[config.mk]
export PLATFORM = sky130hd
export DESIGN_NAME = hdr_interp
export DESIGN_NICKNAME = d
export VERILOG_FILES = /design/src/rtl/hdr_pkg.sv /design/src/rtl/hdr_capture.sv /design/src/rtl/hdr_judge.sv /design/src/rtl/hdr_interp.sv
export SDC_FILE = /design/constraint.sdc
export NUM_CORES = 1
export LEC_CHECK = 0
export ABC_AREA = 1
export CORE_MARGIN = 3
export CORE_UTILIZATION = 45
export DETAILED_ROUTE_END_ITERATION = 16
export GPL_TIMING_DRIVEN = 0
export PLACE_DENSITY = 0.75
export SYNTH_ARGS = -nofsm -noshare
export SYNTH_HDL_FRONTEND = slang
export SYNTH_SLANG_ARGS = --single-unit
[constraint.sdc]
create_clock -name clk -period 2.09 [get_ports clk]
set_input_delay 0.418 -clock clk [delete_from_list [all_inputs] [get_ports clk]]
set_output_delay 0.418 -clock clk [all_outputs]
set_load 0.01 [all_outputs]
[src/rtl/hdr_pkg.sv]
package hdr_pkg;
  localparam int HDR_LEN = 4;

  localparam logic [2:0] ERR_NONE  = 3'd0;
  localparam logic [2:0] ERR_ADDR  = 3'd1;
  localparam logic [2:0] ERR_CMD   = 3'd2;
  localparam logic [2:0] ERR_SAFE  = 3'd3;
  localparam logic [2:0] ERR_SHORT = 3'd4;

  typedef enum logic [1:0] {ST_SYNC, ST_HDR, ST_PAY, ST_DROP} rx_state_t;
  typedef enum logic [1:0] {CC_DATA, CC_SIMPLE, CC_CRIT, CC_BAD} cmd_class_t;

  // Command code groups: 0x01 data, 0x10-0x17 simple, 0x18-0x1F safety-critical
  function automatic cmd_class_t classify(input logic [7:0] code);
    if (code == 8'h01)              return CC_DATA;
    else if (code[7:3] == 5'b00010) return CC_SIMPLE;
    else if (code[7:3] == 5'b00011) return CC_CRIT;
    else                            return CC_BAD;
  endfunction
endpackage

[src/rtl/hdr_capture.sv]
module hdr_capture #(
  parameter int DW = 8,
  localparam int HL = hdr_pkg::HDR_LEN,
  localparam int IDX_W = $clog2(HL)
) (
  input  logic                       clk,
  input  logic                       rst_n,
  input  logic                       clr,
  input  logic                       take,
  input  logic [DW-1:0]              byte_in,
  output logic [IDX_W-1:0]           idx,
  output logic [HL-2:0][DW-1:0]      slots
);
  always_ff @(posedge clk or negedge rst_n) begin
    if (!rst_n)                       idx <= '0;
    else if (clr)                     idx <= '0;
    else if (take)                    idx <= (idx == IDX_W'(HL-1)) ? '0 : idx + 1'b1;
  end

  for (genvar g = 0; g < HL-1; g++) begin : g_slot
    always_ff @(posedge clk or negedge rst_n) begin
      if (!rst_n)                              slots[g] <= '0;
      else if (take && idx == IDX_W'(g))       slots[g] <= byte_in;
    end
  end
endmodule

[src/rtl/hdr_judge.sv]
module hdr_judge #(
  parameter int DW = 8
) (
  input  logic [DW-1:0] addr,
  input  logic [DW-1:0] cmd,
  input  logic [DW-1:0] node_addr,
  input  logic          armed,
  output logic          go_payload,
  output logic          go_exec,
  output logic [2:0]    verdict_err
);
  import hdr_pkg::*;
  cmd_class_t cls;

  always_comb begin
    cls         = classify(cmd[7:0]);
    go_payload  = 1'b0;
    go_exec     = 1'b0;
    verdict_err = ERR_NONE;
    if (addr != node_addr) verdict_err = ERR_ADDR;
    else begin
      case (cls)
        CC_DATA:   go_payload = 1'b1;
        CC_SIMPLE: go_exec    = 1'b1;
        CC_CRIT:   if (armed) go_exec = 1'b1; else verdict_err = ERR_SAFE;
        default:   verdict_err = ERR_CMD;
      endcase
    end
  end

  // exactly one outcome per header
  always_comb begin
    outcome_onehot_chk: assert ($onehot({go_payload, go_exec, verdict_err != ERR_NONE}));
  end
endmodule

[src/rtl/hdr_interp.sv]
module hdr_interp #(
  parameter int DW = 8,
  localparam int HL = hdr_pkg::HDR_LEN,
  localparam int IDX_W = $clog2(HL),
  localparam int ARG_W = 2*DW
) (
  input  logic             clk,
  input  logic             rst_n,
  input  logic             ch_valid,
  input  logic             ch_ctrl,
  input  logic [DW-1:0]    ch_data,
  input  logic [DW-1:0]    node_addr,
  input  logic             proto_mode,
  input  logic             safe_armed,
  output logic             fifo_valid,
  output logic             fifo_ctrl,
  output logic [DW-1:0]    fifo_data,
  output logic             ack_valid,
  output logic [IDX_W-1:0] ack_idx,
  output logic [DW-1:0]    ack_data,
  output logic             cmd_req,
  output logic [DW-1:0]    cmd_code,
  output logic [ARG_W-1:0] cmd_arg,
  output logic             err_pulse,
  output logic [2:0]       err_code
);
  import hdr_pkg::*;

  rx_state_t               st;
  logic [IDX_W-1:0]        idx;
  logic [HL-2:0][DW-1:0]   slots;
  logic                    hdr_take, hdr_last, end_seen, cap_clr;
  logic                    go_payload, go_exec;
  logic [2:0]              verdict_err;

  assign end_seen = ch_valid && ch_ctrl;
  assign hdr_take = ch_valid && proto_mode && (st == ST_HDR) && !ch_ctrl;
  assign hdr_last = hdr_take && (idx == IDX_W'(HL-1));
  assign cap_clr  = !proto_mode || (st != ST_HDR) || end_seen;

  hdr_capture #(.DW(DW)) u_cap (
    .clk(clk), .rst_n(rst_n), .clr(cap_clr), .take(hdr_take),
    .byte_in(ch_data), .idx(idx), .slots(slots)
  );

  hdr_judge #(.DW(DW)) u_judge (
    .addr(slots[0]), .cmd(slots[1]), .node_addr(node_addr), .armed(safe_armed),
    .go_payload(go_payload), .go_exec(go_exec), .verdict_err(verdict_err)
  );

  always_ff @(posedge clk or negedge rst_n) begin
    if (!rst_n) begin
      st <= ST_SYNC;
      fifo_valid <= 1'b0; fifo_ctrl <= 1'b0; fifo_data <= '0;
      ack_valid <= 1'b0; ack_idx <= '0; ack_data <= '0;
      cmd_req <= 1'b0; cmd_code <= '0; cmd_arg <= '0;
      err_pulse <= 1'b0; err_code <= ERR_NONE;
    end else begin
      fifo_valid <= 1'b0;
      ack_valid  <= 1'b0;
      cmd_req    <= 1'b0;
      err_pulse  <= 1'b0;
      if (!proto_mode) begin
        st <= ST_SYNC;
        if (ch_valid) begin
          fifo_valid <= 1'b1; fifo_ctrl <= ch_ctrl; fifo_data <= ch_data;
        end
      end else if (ch_valid) begin
        case (st)
          ST_SYNC: if (ch_ctrl) st <= ST_HDR;
          ST_HDR: begin
            if (ch_ctrl) begin
              if (idx != '0) begin
                err_pulse <= 1'b1; err_code <= ERR_SHORT;
              end
            end else begin
              ack_valid <= 1'b1; ack_idx <= idx; ack_data <= ch_data;
              if (idx == '0) err_code <= ERR_NONE;
              if (hdr_last) begin
                if (go_payload) st <= ST_PAY;
                else begin
                  st <= ST_DROP;
                  if (go_exec) begin
                    cmd_req <= 1'b1; cmd_code <= slots[1]; cmd_arg <= {slots[2], ch_data};
                  end else begin
                    err_pulse <= 1'b1; err_code <= verdict_err;
                  end
                end
              end
            end
          end
          ST_PAY: begin
            fifo_valid <= 1'b1; fifo_ctrl <= ch_ctrl; fifo_data <= ch_data;
            if (ch_ctrl) st <= ST_HDR;
          end
          default: if (ch_ctrl) st <= ST_HDR;
        endcase
      end
    end
  end


  err_single_chk: assert property (@(posedge clk) disable iff (!rst_n)
    err_pulse |=> !err_pulse);

  err_cause_chk: assert property (@(posedge clk) disable iff (!rst_n)
    err_pulse |-> err_code != ERR_NONE);

  crit_armed_chk: assert property (@(posedge clk) disable iff (!rst_n)
    (cmd_req && classify(cmd_code[7:0]) == CC_CRIT) |-> $past(safe_armed));

  cmd_class_chk: assert property (@(posedge clk) disable iff (!rst_n)
    cmd_req |-> (classify(cmd_code[7:0]) inside {CC_SIMPLE, CC_CRIT}));

  transp_quiet_chk: assert property (@(posedge clk) disable iff (!rst_n)
    $past(!proto_mode) |-> (!ack_valid && !cmd_req && !err_pulse));

  err_excl_chk: assert property (@(posedge clk) disable iff (!rst_n)
    !(err_pulse && (cmd_req || fifo_valid)));
endmodule

==> results.yml <==
run_status:
  status: "complete, but fails checks"
  violations: "setup timing"
clocking:
  cts.path.max_buffers: 2
  numClockSinks: 78
  cts_tree: "built"
  clkSlewWorstSetupHoldPaths_ns: 0.08
  cts-root-buf: "clkbuf_8"
  insertion_delay_ns: 0.34
  cts_buffers: 9
  cts_max_level: 3
power:
  p_leak_nw: 2.31
  net-switching-power_uw: 922
  p_int_mw: 2.92
  pwr-share-seq_pct: 45.2
  p_comb_share_pct: 14.9
  ir_drop_mv: 0.537
  total_power_mw: 3.84
  pwr-share-clk_pct: 39.9
  p_per_area_nw_per_um2: 793
  switching_share_pct: 24.0
timing:
  finalCritPeriodShare_pct: 113
  timing.slew.headroom_pct: 70.1
  setup_violations: 29
  final.setup.worst_slack_ns: -0.262
  skew_ns: 0.00705
  rsz0062_at_grt: "true"
  period_needed_ns: 2.35
  finalMaxSlewViolations: 0
  hold_viol_final: 0
  fmax_mhz: 425
  worst_slew_pin_slew_ns: 0.449
critical_path:
  startpoint: "u_cap.slots[13]"
  end_kind: "flop"
  crit_fanout: 7
  r2r_cells: 13
  critPathLaunchType: "flop"
  required_ns: 2.38
  r2r_end: "cmd_code[0]"
  critical_path_class: "reg -> reg"
  arrival_ns: 2.64
  slowest_stage: "dfrtp_1"
  rrSetupSlack_ns: -0.26
  max_stage_delay_ns: 0.39
  cpMostUsedCell: "nand2_1"
  crit_path_cell_trace: "nor2_2, buf_4, nand2_1, o31ai_2, ha_4, a21oi_2, inv_2, nor2_4, nand3_4, clkinv_4, buf_6, nand2_2, nand2_1"
  r2r_start: "u_cap.slots[13]"
finish:
  multi_input_area_sq_um: 1260
  design_area_sq_um: 4850
  nNetsFinal: 509
  drive_gt1_share_pct: 20.7
  final-seq-area_sq_um: 1950
  area.growth.synth_to_final_pct: 47.4
  fillers: 501
  diodes: 0
placed_design:
  placed_area_sq_um: 4160
  dp_hpwl_microns: 5510
  post-place-ws_ns: -0.335
  io_buffers: 71
  place.gp.congestion: 0.789
routing:
  post_drt_wl_per_cell_microns: 15.2
  drcViolationCount: 0
  drt_wl_total_microns: 8840
  drtPass1Iterations: 5
  vias: 2899
  avgViaCountPerCell: 5.00
  drt_iter0_drc: 247
  ant_nets: 0
global_routing:
  antenna_found_initial: 0
  grt_pass1_vias: 2929
  grtUsageTotal_pct: 22.1
  grt-ovfl-total: 0
  grt_max_degree: 62
  grt_pass1_wl_microns: 14400
synth:
  avgSynthCellArea_sq_um: 9.06
  syn_nets: 393
  netlist_area_sq_um: 3290
  synth_warnings: 0
  synth_cells: 363
  ys_seq_elements: 78
  synth-seq-area-share_pct: 59.4
  yosysUniqueCellTypes: 26
run:
  maxCapViolCount: 0
hold_path:
  hold_class: "in -> async"
floorplan:
  start_util_pct: 47.4
  core_area_sq_um: 6940
  fp.dieW_microns: 91.5
  die_h_microns: 91.5
  row_count: 30
  pin_count: 72
  dieArea_sq_um: 8370
[critical path, delay by kind of cell, from the launching register on]
family	cells	cell delay (ns)
and+or+nand+nor	6	0.66
AOI/OAI and AO/OA	2	0.53
DFF	1	0.39
buffers and inverters	4	0.43
adders and majority gates	1	0.27
[metal layers]
layer | vias to the layer above | GRT usage, % | part of all wire (%)
li1 | 1378 | - | -
met5 | - | 0 | 0
met3 | 14 | 3.56 | 6.2
met2 | 106 | 35.8 | 49
met4 | 0 | 9.05 | 1.3
met1 | 1401 | 29.4 | 43
[stage by stage]
step	TNS [ns]	utilization, %	std cells	hold slack (ns)
floorplan	0	-	363	0.122
global placement	-165.73	59.5	530	0.452
detailed placement	-10.56	59.9	531	0.307
CTS	-3.73	68.7	576	0.472
global route	-9.61	69.8	580	0.507
finish	-6.48	69.8	580	0.476
[final cells by class]
cell class	instances	area share, %
sequential	78	40.3
multi-input combinational	235	26.0
timing repair buffer	104	20.8
inverter	41	3.30
clock buffer	11	3.12
clock inverter	5	2.66
tap	96	2.48
buffer	10	1.39
[cells by family (layout without fill, tap and decap cells)]
family	after synthesis	count (layout)	synth area share (%)
fa+ha+maj	8	8	3.04
compound gates	70	70	11.0
buf+inv	51	171	6.62
simple gates	151	152	18.6
flops	78	78	59.4
xor+xnor	5	5	1.33
[flip-flops by register name (all words and copies together) (netlist names), 3 cells and up]
register and count:
err_code 3, u_cap.slots 24, cmd_code 8, ack_data 8, fifo_data 8, cmd_arg 16
[timing repair]
item	in CTS	in global routing
setup buffers	23	4
gates cloned	5	0
pin swaps	14	10
endpoints found under the setup margin	29	32
endpoints found under the hold margin	17	0
hold buffers	1	0
resized for setup	30	17
[cells in the final DEF (no fill, tap or decap), types with 7 or more instances in the layout]
master           instances
buf_4                   25
buf_6                    9
clkbuf_8                11
clkdlybuf4s50_1         70
dfrtp_1                 78
inv_1                   34
nand2_1                110
nand2_2                 22
nor2_1                   7
o21ai_0                 46
o21ai_2                  7
[synthesized netlist by cell type, drive strengths merged]
cell type | number | area, sq um
nand2 | 132 | 500
dfrtp | 78 | 1950
o21ai | 59 | 295
inv | 38 | 143
nor2 | 10 | 40.0
ha | 8 | 100
a21oi | 6 | 30.0
clkbuf | 6 | 22.5
nand3 | 5 | 37.5
xnor2 | 5 | 43.8
buf | 4 | 38.8
clkinv | 3 | 13.8
o211ai | 2 | 15.0
a211oi | 1 | 7.51
and3 | 1 | 6.26
nand4 | 1 | 6.26
nor3 | 1 | 16.3
nor4 | 1 | 6.26
o22ai | 1 | 6.26
o31ai | 1 | 7.51
[power groups by stage]
stage | combinational [mW] | sequential [mW] | clock (mW)
4_1_cts | 0.567 | 1.74 | 1.55
5_1_grt | 0.641 | 1.75 | 1.60
3_5_place_dp | 0.538 | 1.76 | 0
6_report | 0.574 | 1.74 | 1.53
3_3_place_gp | 0.519 | 1.76 | 0
2_1_floorplan | 0.212 | 1.78 | 0
[worst max path at each step]
stage | end | slack [ns] | depth (start not counted)
2_1_floorplan | cmd_arg[5] | 0.003 | 14
3_3_place_gp | fifo_data[5] | -2.05 | 1
3_5_place_dp | cmd_arg[10] | -0.33 | 15
4_1_cts | cmd_code[6] | -0.17 | 16
5_1_grt | cmd_code[0] | -0.38 | 16
6_report | cmd_code[0] | -0.26 | 13
Power figures use the tool's default switching activity.
